$ cat config.mk
export PLATFORM = sky130hd
export DESIGN_NAME = moesi_snoop_ctrl
export DESIGN_NICKNAME = d
export VERILOG_FILES = /design/src/rtl/moesi_pkg.sv /design/src/rtl/moesi_line_store.sv /design/src/rtl/moesi_snoop_resp.sv /design/src/rtl/moesi_local_ctrl.sv /design/src/rtl/moesi_snoop_ctrl.sv
export SDC_FILE = /design/constraint.sdc
export NUM_CORES = 1
export LEC_CHECK = 0
export BUFFER_PORTS_ARGS = -buffer_cell sky130_fd_sc_hd__buf_2
export CORE_MARGIN = 2
export CORE_UTILIZATION = 55
export DETAILED_ROUTE_END_ITERATION = 6
export PLACE_DENSITY_LB_ADDON = 0.2
export SYNTH_ARGS = -nofsm -noshare
export SYNTH_HDL_FRONTEND = slang
export SYNTH_SLANG_ARGS = --single-unit
$ cat constraint.sdc
create_clock -name clk_i -period 5.5 [get_ports clk_i]
set_input_delay 0.275 -clock clk_i [delete_from_list [all_inputs] [get_ports clk_i]]
set_output_delay 0.275 -clock clk_i [all_outputs]
set_load 0.1 [all_outputs]
$ cat src/rtl/moesi_pkg.sv
package moesi_pkg;
  typedef enum logic [2:0] {ST_I, ST_S, ST_E, ST_O, ST_M} line_st_e;
  typedef enum logic [1:0] {CMD_RD = 2'd0, CMD_RDX = 2'd1, CMD_UPG = 2'd2, CMD_WB = 2'd3} bus_cmd_e;
  typedef enum logic [1:0] {LC_IDLE, LC_WB, LC_FILL, LC_UPG} lc_st_e;
endpackage

$ cat src/rtl/moesi_line_store.sv
module moesi_line_store
  import moesi_pkg::*;
#(
  parameter int NUM_LINES = 8,
  parameter int IDX_W     = 3,
  parameter int TAG_W     = 9,
  parameter int DATA_W    = 32
) (
  input  logic              clk_i,
  input  logic              rst_ni,
  input  logic [IDX_W-1:0]  la_idx_i,
  output logic [TAG_W-1:0]  la_tag_o,
  output line_st_e          la_st_o,
  output logic [DATA_W-1:0] la_data_o,
  input  logic [IDX_W-1:0]  sn_idx_i,
  output logic [TAG_W-1:0]  sn_tag_o,
  output line_st_e          sn_st_o,
  output logic [DATA_W-1:0] sn_data_o,
  input  logic              lw_en_i,
  input  logic [IDX_W-1:0]  lw_idx_i,
  input  logic [TAG_W-1:0]  lw_tag_i,
  input  line_st_e          lw_st_i,
  input  logic              lw_data_en_i,
  input  logic [DATA_W-1:0] lw_data_i,
  input  logic              sw_en_i,
  input  logic [IDX_W-1:0]  sw_idx_i,
  input  line_st_e          sw_st_i
);
  logic [TAG_W-1:0]  tag_q  [NUM_LINES];
  line_st_e          st_q   [NUM_LINES];
  logic [DATA_W-1:0] data_q [NUM_LINES];

  assign la_tag_o  = tag_q[la_idx_i];
  assign la_st_o   = st_q[la_idx_i];
  assign la_data_o = data_q[la_idx_i];
  assign sn_tag_o  = tag_q[sn_idx_i];
  assign sn_st_o   = st_q[sn_idx_i];
  assign sn_data_o = data_q[sn_idx_i];

  // snoop update is applied last so it wins on a shared index
  always_ff @(posedge clk_i or negedge rst_ni) begin
    if (!rst_ni) begin
      for (int i = 0; i < NUM_LINES; i++) begin
        tag_q[i]  <= '0;
        st_q[i]   <= ST_I;
        data_q[i] <= '0;
      end
    end else begin
      if (lw_en_i) begin
        tag_q[lw_idx_i] <= lw_tag_i;
        st_q[lw_idx_i]  <= lw_st_i;
      end
      if (lw_en_i && lw_data_en_i) data_q[lw_idx_i] <= lw_data_i;
      if (sw_en_i) st_q[sw_idx_i] <= sw_st_i;
    end
  end
endmodule

$ cat src/rtl/moesi_snoop_resp.sv
module moesi_snoop_resp
  import moesi_pkg::*;
#(
  parameter int TAG_W  = 9,
  parameter int DATA_W = 32
) (
  input  logic              snp_valid_i,
  input  logic [1:0]        snp_cmd_i,
  input  logic [TAG_W-1:0]  snp_tag_i,
  input  logic [TAG_W-1:0]  line_tag_i,
  input  line_st_e          line_st_i,
  input  logic [DATA_W-1:0] line_data_i,
  output logic              shared_o,
  output logic              inter_o,
  output logic [DATA_W-1:0] data_o,
  output logic              upd_en_o,
  output line_st_e          upd_st_o
);
  logic hit, dirty;

  assign hit   = snp_valid_i && (line_st_i != ST_I) && (line_tag_i == snp_tag_i);
  assign dirty = (line_st_i == ST_M) || (line_st_i == ST_O);

  always_comb begin
    shared_o = 1'b0;
    inter_o  = 1'b0;
    upd_en_o = 1'b0;
    upd_st_o = ST_I;
    if (hit) begin
      case (snp_cmd_i)
        CMD_RD: begin
          shared_o = 1'b1;
          inter_o  = dirty;
          if (line_st_i == ST_M) begin
            upd_en_o = 1'b1;
            upd_st_o = ST_O;
          end else if (line_st_i == ST_E) begin
            upd_en_o = 1'b1;
            upd_st_o = ST_S;
          end
        end
        CMD_RDX: begin
          inter_o  = dirty;
          upd_en_o = 1'b1;
        end
        CMD_UPG: upd_en_o = 1'b1;
        default: ;
      endcase
    end
  end

  assign data_o = inter_o ? line_data_i : '0;
endmodule

$ cat src/rtl/moesi_local_ctrl.sv
module moesi_local_ctrl
  import moesi_pkg::*;
#(
  parameter int ADDR_W = 12,
  parameter int DATA_W = 32,
  parameter int IDX_W  = 3,
  parameter int TAG_W  = 9
) (
  input  logic              clk_i,
  input  logic              rst_ni,
  input  logic              req_valid_i,
  input  logic              req_write_i,
  input  logic [ADDR_W-1:0] req_addr_i,
  input  logic [DATA_W-1:0] req_wdata_i,
  output logic              req_ready_o,
  output logic              rsp_valid_o,
  output logic [DATA_W-1:0] rsp_rdata_o,
  input  logic              snp_valid_i,
  input  logic              bus_done_i,
  input  logic              bus_shared_i,
  input  logic [DATA_W-1:0] bus_fill_data_i,
  output logic              bus_req_valid_o,
  output logic [1:0]        bus_req_cmd_o,
  output logic [ADDR_W-1:0] bus_req_addr_o,
  output logic [DATA_W-1:0] bus_req_data_o,
  output logic [IDX_W-1:0]  la_idx_o,
  input  logic [TAG_W-1:0]  la_tag_i,
  input  line_st_e          la_st_i,
  input  logic [DATA_W-1:0] la_data_i,
  output logic              lw_en_o,
  output logic [TAG_W-1:0]  lw_tag_o,
  output line_st_e          lw_st_o,
  output logic              lw_data_en_o,
  output logic [DATA_W-1:0] lw_data_o
);
  lc_st_e            st_q, st_d;
  logic [ADDR_W-1:0] pend_addr_q, pend_addr_d;
  logic              pend_wr_q, pend_wr_d;
  logic [DATA_W-1:0] pend_wdata_q, pend_wdata_d;
  logic              rsp_q, rsp_d;
  logic [DATA_W-1:0] rdata_q, rdata_d;

  logic [ADDR_W-1:0] cur_addr;
  logic [TAG_W-1:0]  cur_tag;
  logic              l_hit, accept;

  assign cur_addr    = (st_q == LC_IDLE) ? req_addr_i : pend_addr_q;
  assign la_idx_o    = cur_addr[IDX_W-1:0];
  assign cur_tag     = cur_addr[ADDR_W-1:IDX_W];
  assign l_hit       = (la_st_i != ST_I) && (la_tag_i == cur_tag);
  assign req_ready_o = (st_q == LC_IDLE) && !snp_valid_i;
  assign accept      = req_valid_i && req_ready_o;

  always_comb begin
    st_d         = st_q;
    pend_addr_d  = pend_addr_q;
    pend_wr_d    = pend_wr_q;
    pend_wdata_d = pend_wdata_q;
    rsp_d        = 1'b0;
    rdata_d      = rdata_q;
    lw_en_o      = 1'b0;
    lw_tag_o     = cur_tag;
    lw_st_o      = ST_I;
    lw_data_en_o = 1'b0;
    lw_data_o    = '0;
    case (st_q)
      LC_IDLE: if (accept) begin
        pend_addr_d  = req_addr_i;
        pend_wr_d    = req_write_i;
        pend_wdata_d = req_wdata_i;
        if (l_hit) begin
          if (!req_write_i) begin
            rsp_d   = 1'b1;
            rdata_d = la_data_i;
          end else if (la_st_i == ST_M || la_st_i == ST_E) begin
            lw_en_o      = 1'b1;
            lw_st_o      = ST_M;
            lw_data_en_o = 1'b1;
            lw_data_o    = req_wdata_i;
            rsp_d        = 1'b1;
            rdata_d      = req_wdata_i;
          end else begin
            st_d = LC_UPG;
          end
        end else if (la_st_i == ST_M || la_st_i == ST_O) begin
          st_d = LC_WB;
        end else begin
          st_d = LC_FILL;
        end
      end
      LC_WB: if (bus_done_i) begin
        lw_en_o  = 1'b1;
        lw_tag_o = la_tag_i;
        lw_st_o  = ST_I;
        st_d     = LC_FILL;
      end
      LC_FILL: if (bus_done_i) begin
        lw_en_o      = 1'b1;
        lw_st_o      = pend_wr_q ? ST_M : (bus_shared_i ? ST_S : ST_E);
        lw_data_en_o = 1'b1;
        lw_data_o    = pend_wr_q ? pend_wdata_q : bus_fill_data_i;
        rsp_d        = 1'b1;
        rdata_d      = lw_data_o;
        st_d         = LC_IDLE;
      end
      LC_UPG: if (bus_done_i) begin
        if (l_hit) begin
          lw_en_o      = 1'b1;
          lw_st_o      = ST_M;
          lw_data_en_o = 1'b1;
          lw_data_o    = pend_wdata_q;
          rsp_d        = 1'b1;
          rdata_d      = pend_wdata_q;
          st_d         = LC_IDLE;
        end else begin
          st_d = LC_FILL;  // copy lost while waiting: fetch ownership
        end
      end
      default: st_d = LC_IDLE;
    endcase
  end

  always_ff @(posedge clk_i or negedge rst_ni) begin
    if (!rst_ni) begin
      st_q         <= LC_IDLE;
      pend_addr_q  <= '0;
      pend_wr_q    <= 1'b0;
      pend_wdata_q <= '0;
      rsp_q        <= 1'b0;
      rdata_q      <= '0;
    end else begin
      st_q         <= st_d;
      pend_addr_q  <= pend_addr_d;
      pend_wr_q    <= pend_wr_d;
      pend_wdata_q <= pend_wdata_d;
      rsp_q        <= rsp_d;
      rdata_q      <= rdata_d;
    end
  end

  assign rsp_valid_o     = rsp_q;
  assign rsp_rdata_o     = rdata_q;
  assign bus_req_valid_o = (st_q != LC_IDLE);

  always_comb begin
    bus_req_cmd_o  = CMD_RD;
    bus_req_addr_o = pend_addr_q;
    bus_req_data_o = '0;
    case (st_q)
      LC_WB: begin
        bus_req_cmd_o  = CMD_WB;
        bus_req_addr_o = {la_tag_i, la_idx_o};
        bus_req_data_o = la_data_i;
      end
      LC_UPG:  bus_req_cmd_o = CMD_UPG;
      LC_FILL: bus_req_cmd_o = pend_wr_q ? CMD_RDX : CMD_RD;
      default: ;
    endcase
  end
endmodule

$ cat src/rtl/moesi_snoop_ctrl.sv
module moesi_snoop_ctrl
  import moesi_pkg::*;
#(
  parameter int NUM_LINES = 8,
  parameter int ADDR_W    = 12,
  parameter int DATA_W    = 32
) (
  input  logic              clk_i,
  input  logic              rst_ni,
  input  logic              req_valid_i,
  input  logic              req_write_i,
  input  logic [ADDR_W-1:0] req_addr_i,
  input  logic [DATA_W-1:0] req_wdata_i,
  output logic              req_ready_o,
  output logic              rsp_valid_o,
  output logic [DATA_W-1:0] rsp_rdata_o,
  output logic              bus_req_valid_o,
  output logic [1:0]        bus_req_cmd_o,
  output logic [ADDR_W-1:0] bus_req_addr_o,
  output logic [DATA_W-1:0] bus_req_data_o,
  input  logic              bus_done_i,
  input  logic              bus_shared_i,
  input  logic [DATA_W-1:0] bus_fill_data_i,
  input  logic              snp_valid_i,
  input  logic [1:0]        snp_cmd_i,
  input  logic [ADDR_W-1:0] snp_addr_i,
  output logic              snp_shared_o,
  output logic              snp_inter_o,
  output logic [DATA_W-1:0] snp_data_o
);
  localparam int IDX_W = $clog2(NUM_LINES);
  localparam int TAG_W = ADDR_W - IDX_W;

  logic [IDX_W-1:0]  la_idx, sn_idx;
  logic [TAG_W-1:0]  la_tag, sn_tag, lw_tag;
  line_st_e          la_st, sn_st, lw_st, sw_st;
  logic [DATA_W-1:0] la_data, sn_data, lw_data;
  logic              lw_en, lw_data_en, sw_en;

  assign sn_idx = snp_addr_i[IDX_W-1:0];

  moesi_line_store #(
    .NUM_LINES(NUM_LINES), .IDX_W(IDX_W), .TAG_W(TAG_W), .DATA_W(DATA_W)
  ) u_store (
    .clk_i, .rst_ni,
    .la_idx_i(la_idx), .la_tag_o(la_tag), .la_st_o(la_st), .la_data_o(la_data),
    .sn_idx_i(sn_idx), .sn_tag_o(sn_tag), .sn_st_o(sn_st), .sn_data_o(sn_data),
    .lw_en_i(lw_en), .lw_idx_i(la_idx), .lw_tag_i(lw_tag), .lw_st_i(lw_st),
    .lw_data_en_i(lw_data_en), .lw_data_i(lw_data),
    .sw_en_i(sw_en), .sw_idx_i(sn_idx), .sw_st_i(sw_st)
  );

  moesi_snoop_resp #(.TAG_W(TAG_W), .DATA_W(DATA_W)) u_snoop (
    .snp_valid_i, .snp_cmd_i,
    .snp_tag_i(snp_addr_i[ADDR_W-1:IDX_W]),
    .line_tag_i(sn_tag), .line_st_i(sn_st), .line_data_i(sn_data),
    .shared_o(snp_shared_o), .inter_o(snp_inter_o), .data_o(snp_data_o),
    .upd_en_o(sw_en), .upd_st_o(sw_st)
  );

  moesi_local_ctrl #(
    .ADDR_W(ADDR_W), .DATA_W(DATA_W), .IDX_W(IDX_W), .TAG_W(TAG_W)
  ) u_local (
    .clk_i, .rst_ni,
    .req_valid_i, .req_write_i, .req_addr_i, .req_wdata_i, .req_ready_o,
    .rsp_valid_o, .rsp_rdata_o, .snp_valid_i,
    .bus_done_i, .bus_shared_i, .bus_fill_data_i,
    .bus_req_valid_o, .bus_req_cmd_o, .bus_req_addr_o, .bus_req_data_o,
    .la_idx_o(la_idx), .la_tag_i(la_tag), .la_st_i(la_st), .la_data_i(la_data),
    .lw_en_o(lw_en), .lw_tag_o(lw_tag), .lw_st_o(lw_st),
    .lw_data_en_o(lw_data_en), .lw_data_o(lw_data)
  );
endmodule

# [Word-level counts from Yosys, hierarchy flattened]
# Index checks and enable logic that the tools add are counted.
[totals] in_bits=97 ff_bits=432 word_cells=184 out_inout_bits=115
[op_classes] n_bitwise=2 order_cmp=4 mux=102 n_eq_ne=22 n_reduce_logical=24
[op_table] op="32-bit two-way mux" n=22
[op_table] op="256-bit bitwise mux" n=1
[op_table] op="32-bit binary-select mux with 3-bit select" n=2
[op_table] op="32-bit one-hot mux with 3 select lines" n=2
[op_table] op="32-bit demux with 3-bit select" n=1
[op_table] op="72-bit bitwise mux" n=1
[op_table] op="9-bit two-way mux" n=7
[op_table] op="9-bit binary-select mux with 3-bit select" n=2
[op_table] op="3-bit two-way mux" n=17
[op_table] op="24-bit bitwise mux" n=2
[op_table] op="24-bit two-way mux" n=2
[op_table] op="9-bit demux with 3-bit select" n=1
[op_table] op="12-bit two-way mux" n=2
[op_table] op="2-bit two-way mux" n=10
[op_table] op="1-bit two-way mux" n=19
[op_table] op="3-bit binary-select mux with 3-bit select" n=2
[op_table] op="3-bit demux with 3-bit select" n=2
[op_table] op="9-bit equality test" n=2
[op_table] op="3-bit by 2-bit equality test with 1-bit output, second input constant" n=4
[op_table] op="3-bit one-hot mux with 4 select lines" n=1
[op_table] op="3-bit inequality test, second input constant" n=3
[op_table] op="1-bit one-hot mux with 3 select lines" n=3
[op_table] op="3-bit nonzero test" n=3
[op_table] op="4-bit greater-or-equal comparator, second input constant" n=2
[op_table] op="other kinds (19)" n=41

# [Depth between registers and ports, before layout]
[logic_depth] ltp_word=17 ltp_mapped=17

# [Modules after synthesis]
# Synthesis repeated with hierarchy kept, for this count alone.
[hier_totals] hier_cells=1891 hier_area_um2=25316.8
[by_module_without_submodules] mod="moesi_line_store" seq_area_each_um2=8808.4 area_each_um2=18775.5 n_inst=1 cells_each=1139
[by_module_without_submodules] mod="moesi_local_ctrl" seq_area_each_um2=2001.9 area_each_um2=6020.8 n_inst=1 cells_each=677
[by_module_without_submodules] mod="moesi_snoop_resp" seq_area_each_um2=0.0 area_each_um2=520.5 n_inst=1 cells_each=75

# [Least setup slack after synthesis]
# Ideal clock, no wire load.
[synth_timing] path_type="register -> register" startpoint="register u_local.st_q[1]" endpoint="register u_store.data_q[161] (netlist bit)" path_stages_with_launch=13 setup_ps=125 path_slack_ps=105 t_arrival_ps=5270 path_buffers=2 synth_period_minus_slack_ps=5395 cell_sequence="dfrtp_1 > inv_1 > ha_1 > buf_4 > clkinv_1 > nor2_1 > and2_1 > and3_1 > a21oi_1 > o32ai_4 > nand3_4 > buf_6 > mux2_4"
[synth_between] elab_cells_between_ends=43 cone_classes="2 x order compare; 6 x eq/ne; 25 x mux; 1 x bitwise; 9 x reduce/logical"
[synth_lines] item="from (decl)" line="moesi_local_ctrl.sv:36" rtl="lc_st_e st_q, st_d;"
[synth_lines] item="from (signal assigned)" line="moesi_local_ctrl.sv:132" rtl="st_q <= st_d;"
[synth_lines] item="2-bit logical NOT *" line="moesi_local_ctrl.sv:51" rtl="assign req_ready_o = (st_q == LC_IDLE) && !snp_valid_i;"
[synth_lines] item="1-bit logical AND *" line="moesi_local_ctrl.sv:51"
[synth_lines] item="named net req_ready_o" line="moesi_snoop_ctrl.sv:14" rtl="output logic req_ready_o,"
[synth_lines] item="1-bit logical AND *" line="moesi_local_ctrl.sv:52" rtl="assign accept = req_valid_i && req_ready_o;"
[synth_lines] item="32-bit two-way mux or 1-bit two-way mux (tied branches)" line="moesi_local_ctrl.sv:67" rtl="LC_IDLE: if (accept) begin"
[synth_lines] item="32-bit one-hot mux with 3 select lines or 1-bit one-hot mux with 3 select lines (tied branches)" line="moesi_local_ctrl.sv:66" rtl="case (st_q)"
[synth_lines] item="256-bit bitwise mux or 1-bit logical AND (tied branches)" line="moesi_line_store.sv:53" rtl="if (lw_en_i && lw_data_en_i) data_q[lw_idx_i] <= lw_data_i;"
[synth_lines] item="to (signal, indexed assignment)" line="moesi_line_store.sv:53"
[synth_lines] item="to (decl)" line="moesi_line_store.sv:31" rtl="logic [DATA_W-1:0] data_q [NUM_LINES];"
# Mark *: on every way through the listed nets, which the timed path passes. The rest lies on a longest branch. The select of a mux whose other input is x is not followed.
# A chain may end at the register's enable or synchronous reset.

# [Worst setup path after layout]
[layout_timing] startpoint="register u_local.st_q[1]" endpoint="register u_store.data_q[66] (netlist bit)"
[layout_between] elab_chain_len=14 elab_cells_between_ends=43 cone_classes="2 x order compare; 6 x eq/ne; 25 x mux; 1 x bitwise; 9 x reduce/logical"
[layout_lines] item="2-bit logical NOT" line="moesi_local_ctrl.sv:47, moesi_local_ctrl.sv:51, moesi_local_ctrl.sv:66"
[layout_lines] item="12-bit two-way mux" line="moesi_local_ctrl.sv:47" rtl="assign cur_addr = (st_q == LC_IDLE) ? req_addr_i : pend_addr_q;"
[layout_lines] item="3-bit inverter with 4-bit output (implied by the code)" line="moesi_line_store.sv:33, moesi_line_store.sv:34, moesi_line_store.sv:53"
[layout_lines] item="3-bit binary-select mux with 3-bit select" line="moesi_line_store.sv:34" rtl="assign la_st_o = st_q[la_idx_i];"
[layout_lines] item="3-bit two-way mux (implied by the code) (2 in a row)" line="moesi_line_store.sv:34"
[layout_lines] item="3-bit equality test or 3-bit by 2-bit equality test with 1-bit output (tied branches)" line="moesi_local_ctrl.sv:75" rtl="end else if (la_st_i == ST_M || la_st_i == ST_E) begin"
[layout_lines] item="1-bit logical OR" line="moesi_local_ctrl.sv:75"
[layout_lines] item="32-bit two-way mux or 1-bit two-way mux (tied branches)" line="moesi_local_ctrl.sv:75"
[layout_lines] item="32-bit two-way mux or 1-bit two-way mux (tied branches)" line="moesi_local_ctrl.sv:72" rtl="if (!req_write_i) begin"
[layout_lines] item="32-bit two-way mux or 1-bit two-way mux (tied branches)" line="moesi_local_ctrl.sv:71" rtl="if (l_hit) begin"
[layout_lines] item="32-bit two-way mux or 1-bit two-way mux (tied branches)" line="moesi_local_ctrl.sv:67"
[layout_lines] item="32-bit one-hot mux with 3 select lines or 1-bit one-hot mux with 3 select lines (tied branches)" line="moesi_local_ctrl.sv:66"
[layout_lines] item="256-bit bitwise mux or 1-bit logical AND (tied branches)" line="moesi_line_store.sv:53"
# Several ways; a longest one is shown, not always the timed one. The select of a mux whose other input is x is not followed.

==> results by group <==
Status
  – Status: complete, but fails checks
  – Failing checks: DRC

Worst setup path
  – Startpoint types: register
  – CP arrival: 5760 ps
  – Worst Path Required: 6040 ps
  – R2r startpoint: u_local.st_q[1]
  – CP max FO: 31
  – Critical path class: register to register
  – Crit end category: register
  – Critical Path Start: u_local.st_q[1]

Global routing
  – Initial antenna violation count: 1
  – GRT Total Usage: 37.73%
  – Vias in the first global route: 21651
  – Largest net degree at the start of global routing: 140
  – Gr ovfl total: 0
  – Global-route wire length before repair: 135500 um

Job
  – Max-cap viol count: 0

Clock tree
  – Worst-path clk slew: 60 ps
  – Post-CTS setup repair buffer count: 0
  – CTS tree: built
  – H-tree Lvls: 2
  – Inserted Clock Buffers: 48
  – Root buf cell: clkbuf_16
  – Max clock buf depth: 3
  – Clock sinks: 432
  – Clk_lat worst skew: 620 ps

Cells and area
  – Share of cells above drive strength 1: 30.69%
  – Area of the multi-input gates: 0.01338 sq mm
  – Sequential Area: 0.01081 sq mm
  – Nets: 2598
  – Non-filler cells, final: 3132
  – Area delta synth->final: 16.44%
  – Design Area, Final: 0.02929 sq mm
  – Ant diodes: 0
  – # fillers: 3520

Synth
  – Share of synthesized flip-flops with an asynchronous set or reset: 100.0%
  – EDFF count, synth: 0
  – Area leader, netlist: dfrtp_1
  – Synth Instances: 2291
  – Netlist Area Pre-Place: 0.02516 sq mm
  – Sequential area share after synthesis: 42.97%
  – Top_reg_cell synth: dfrtp_1
  – Syn avg cell area: 10.98 sq um
  – Netlist cell types: 89
  – Synthesis-stage register bit count: 432
  – Top cell type's share of synthesized area: 42.97%
  – Synth area leaders: dfrtp_1 (43%), mux2_4 (13%), o22ai_1 (6.1%), mux2_2 (5.5%), nand2_1 (3.7%)
  – YS warnings: 0
  – Post-Syn Nets: 2396

Timing
  – Slew @ Worst Pin: 1190 ps
  – Achievable Freq: 191.4 MHz
  – Setup violators final: 0
  – Tmin final: 5225 ps
  – Clock Skew: 26.67 ps
  – Final period util: 95.00%
  – Fin. max-slew vios: 0
  – Max-slew headroom: 20.68%
  – Hold Vio Cnt, Final: 0
  – Unrepaired setup endpoints after global routing: false
  – Fin Setup TNS: 0 ps

Floorplanning
  – # IOs: 212
  – Chip Height: 217.9 um
  – Starting density of the core: 55.55%
  – Rows: 78
  – Core ar.: 0.04528 sq mm
  – Die Area: 0.04746 sq mm
  – Die Wd: 217.9 um

Drt
  – Post-DR wirelength/cell: 28.98 um
  – Total wire length: 90760 um
  – Vias per cell: 6.952
  – # DRC: 2
  – Initial DRC Count: 2853
  – First-pass DRT Iterations: 7
  – DR vias: 21774
  – Remaining antenna violation count: 0

Place
  – Inst Count DP: 3000
  – Detail Placement HPWL: 57010 um
  – I/O Buffers: 211
  – Area after DPL: 0.02718 sq mm
  – GP Congestion: 0.9760

Pwr
  – VDD IR max: 654.1 uV
  – Power per Cell Area: 614.5 mW/mm^2
  – Leakage: 14.31 nW

Min path
  – Worst hold path class: input pin to register
  – HP Start: req_addr_i[1]
synthesized netlist by cell type, types with 53 or more instances:
| master | number |
|---|---|
| dfrtp_1 | 432 |
| o22ai_1 | 246 |
| nand2_1 | 245 |
| mux2_4 | 211 |
| nor2_1 | 136 |
| mux2_2 | 122 |
| clkbuf_1 | 100 |
| a21oi_1 | 80 |
| o21ai_0 | 65 |
| and2_1 | 58 |
| mux2_1 | 58 |
| mux2i_1 | 53 |
cell families after synthesis:
group / after synthesis / synth area share, %
adders and majority gates: 8 / 0.3979
AOI/OAI and AO/OA: 585 / 15.81
muxes: 459 / 24.07
and+or+nand+nor: 602 / 12.12
buffers and inverters: 193 / 4.153
DFF: 432 / 42.97
xor gates and xnor gates: 12 / 0.4775
placed cells by master, fill, tap and decap left out, types with 10 or more instances in the layout:
cell / netlist / routed
a21oi_1: 80 / 80
a221o_1: 34 / 34
a221oi_1: 13 / 13
a22oi_1: 47 / 46
a31oi_1: 21 / 20
and2_1: 58 / 57
and3_1: 21 / 21
buf_12: 1 / 39
buf_2: 15 / 177
buf_4: 8 / 64
clkbuf_16: 0 / 49
clkbuf_8: 0 / 14
dfrtp_1: 432 / 432
dlygate4sd3_1: 0 / 43
inv_1: 18 / 18
mux2_1: 58 / 58
mux2_2: 122 / 122
mux2_4: 211 / 211
mux2i_1: 53 / 53
mux4_2: 13 / 13
nand2_1: 245 / 245
nand3_1: 19 / 19
nor2_1: 136 / 136
nor4_1: 29 / 29
o21ai_0: 65 / 62
o221ai_1: 10 / 10
o22ai_1: 246 / 246
or4_1: 19 / 19
area by class of cell:
type / count / share of cell area (%)
clock buffers: 71 / 4.946
flip-flops and latches: 432 / 36.91
inverters: 21 / 0.2691
repair buffers: 324 / 8.851
multi-input cells: 1666 / 45.68
clock inverters: 18 / 0.7860
well taps: 600 / 2.563
through the flow:
stage / util, % / setup WS (ps) / power, mW / hold slack, ps
global route: 64.69 / 134.4 / 18.62 / 144.3
CTS: 64.69 / 480.6 / 17.74 / 100.7
finish: 64.69 / 275.0 / 18.00 / 126.9
floorplan: - / 104.8 / 11.55 / -20.59
global placement: 60.03 / 613.9 / 14.09 / 412.0
detailed placement: 60.03 / 525.2 / 14.27 / 421.3
metal layers:
| layer | GRT usage (%) | part of all wire, % |
|---|---|---|
| met1 | 47.30 | 37 |
| met2 | 58.33 | 45 |
| met3 | 8.061 | 10 |
| met4 | 26.49 | 8.2 |
| met5 | 0 | 0 |
path summary, 6_finish.rpt:
check | endpoint | slack (ps) | depth (start not counted)
max in group asynchronous | u_local.pend_wdata_q[20] | 3820 | 3
max reg2reg | u_store.data_q[66] | 280 | 13
min | u_local.pend_addr_q[1] | 130 | 3
min in group asynchronous | u_store.st_q[7] | 360 | 2
max | u_store.data_q[66] | 280 | 13
min reg2reg | u_local.rsp_rdata_o[11] | 480 | 1
registers in the layout (all words and copies together), names as in the netlist:
signal and cells:
u_store.data_q 256, u_local.pend_wdata_q 32, u_local.rsp_valid_o 1, u_local.pend_wr_q 1, u_local.st_q 2, u_local.pend_addr_q 12
u_store.tag_q 72, u_local.rsp_rdata_o 32, u_store.st_q 24
report_power, final:
part / switching [mW] / internal (mW)
Combinational: 6.98 / 2.90
Clock: 1.40 / 2.02
Sequential: 0.736 / 3.96
critical path, cell delays in order (launching register included):
cell and delay (ps):
dfrtp_1 430, inv_1 120, ha_2 260, buf_4 320, or3b_1 420, and2_0 570, o221ai_1 190, o32a_1 450
xnor2_2 350, nand2_1 290, nor4_4 360, buf_4 420, a221o_1 650, mux2_4 270
timing repair:
action	4_1_cts	5_1_grt
hold endpoints to repair	146	0
resized for setup	0	0
hold buffers	43	0
No activity file was read; power rests on OpenSTA's default activity.
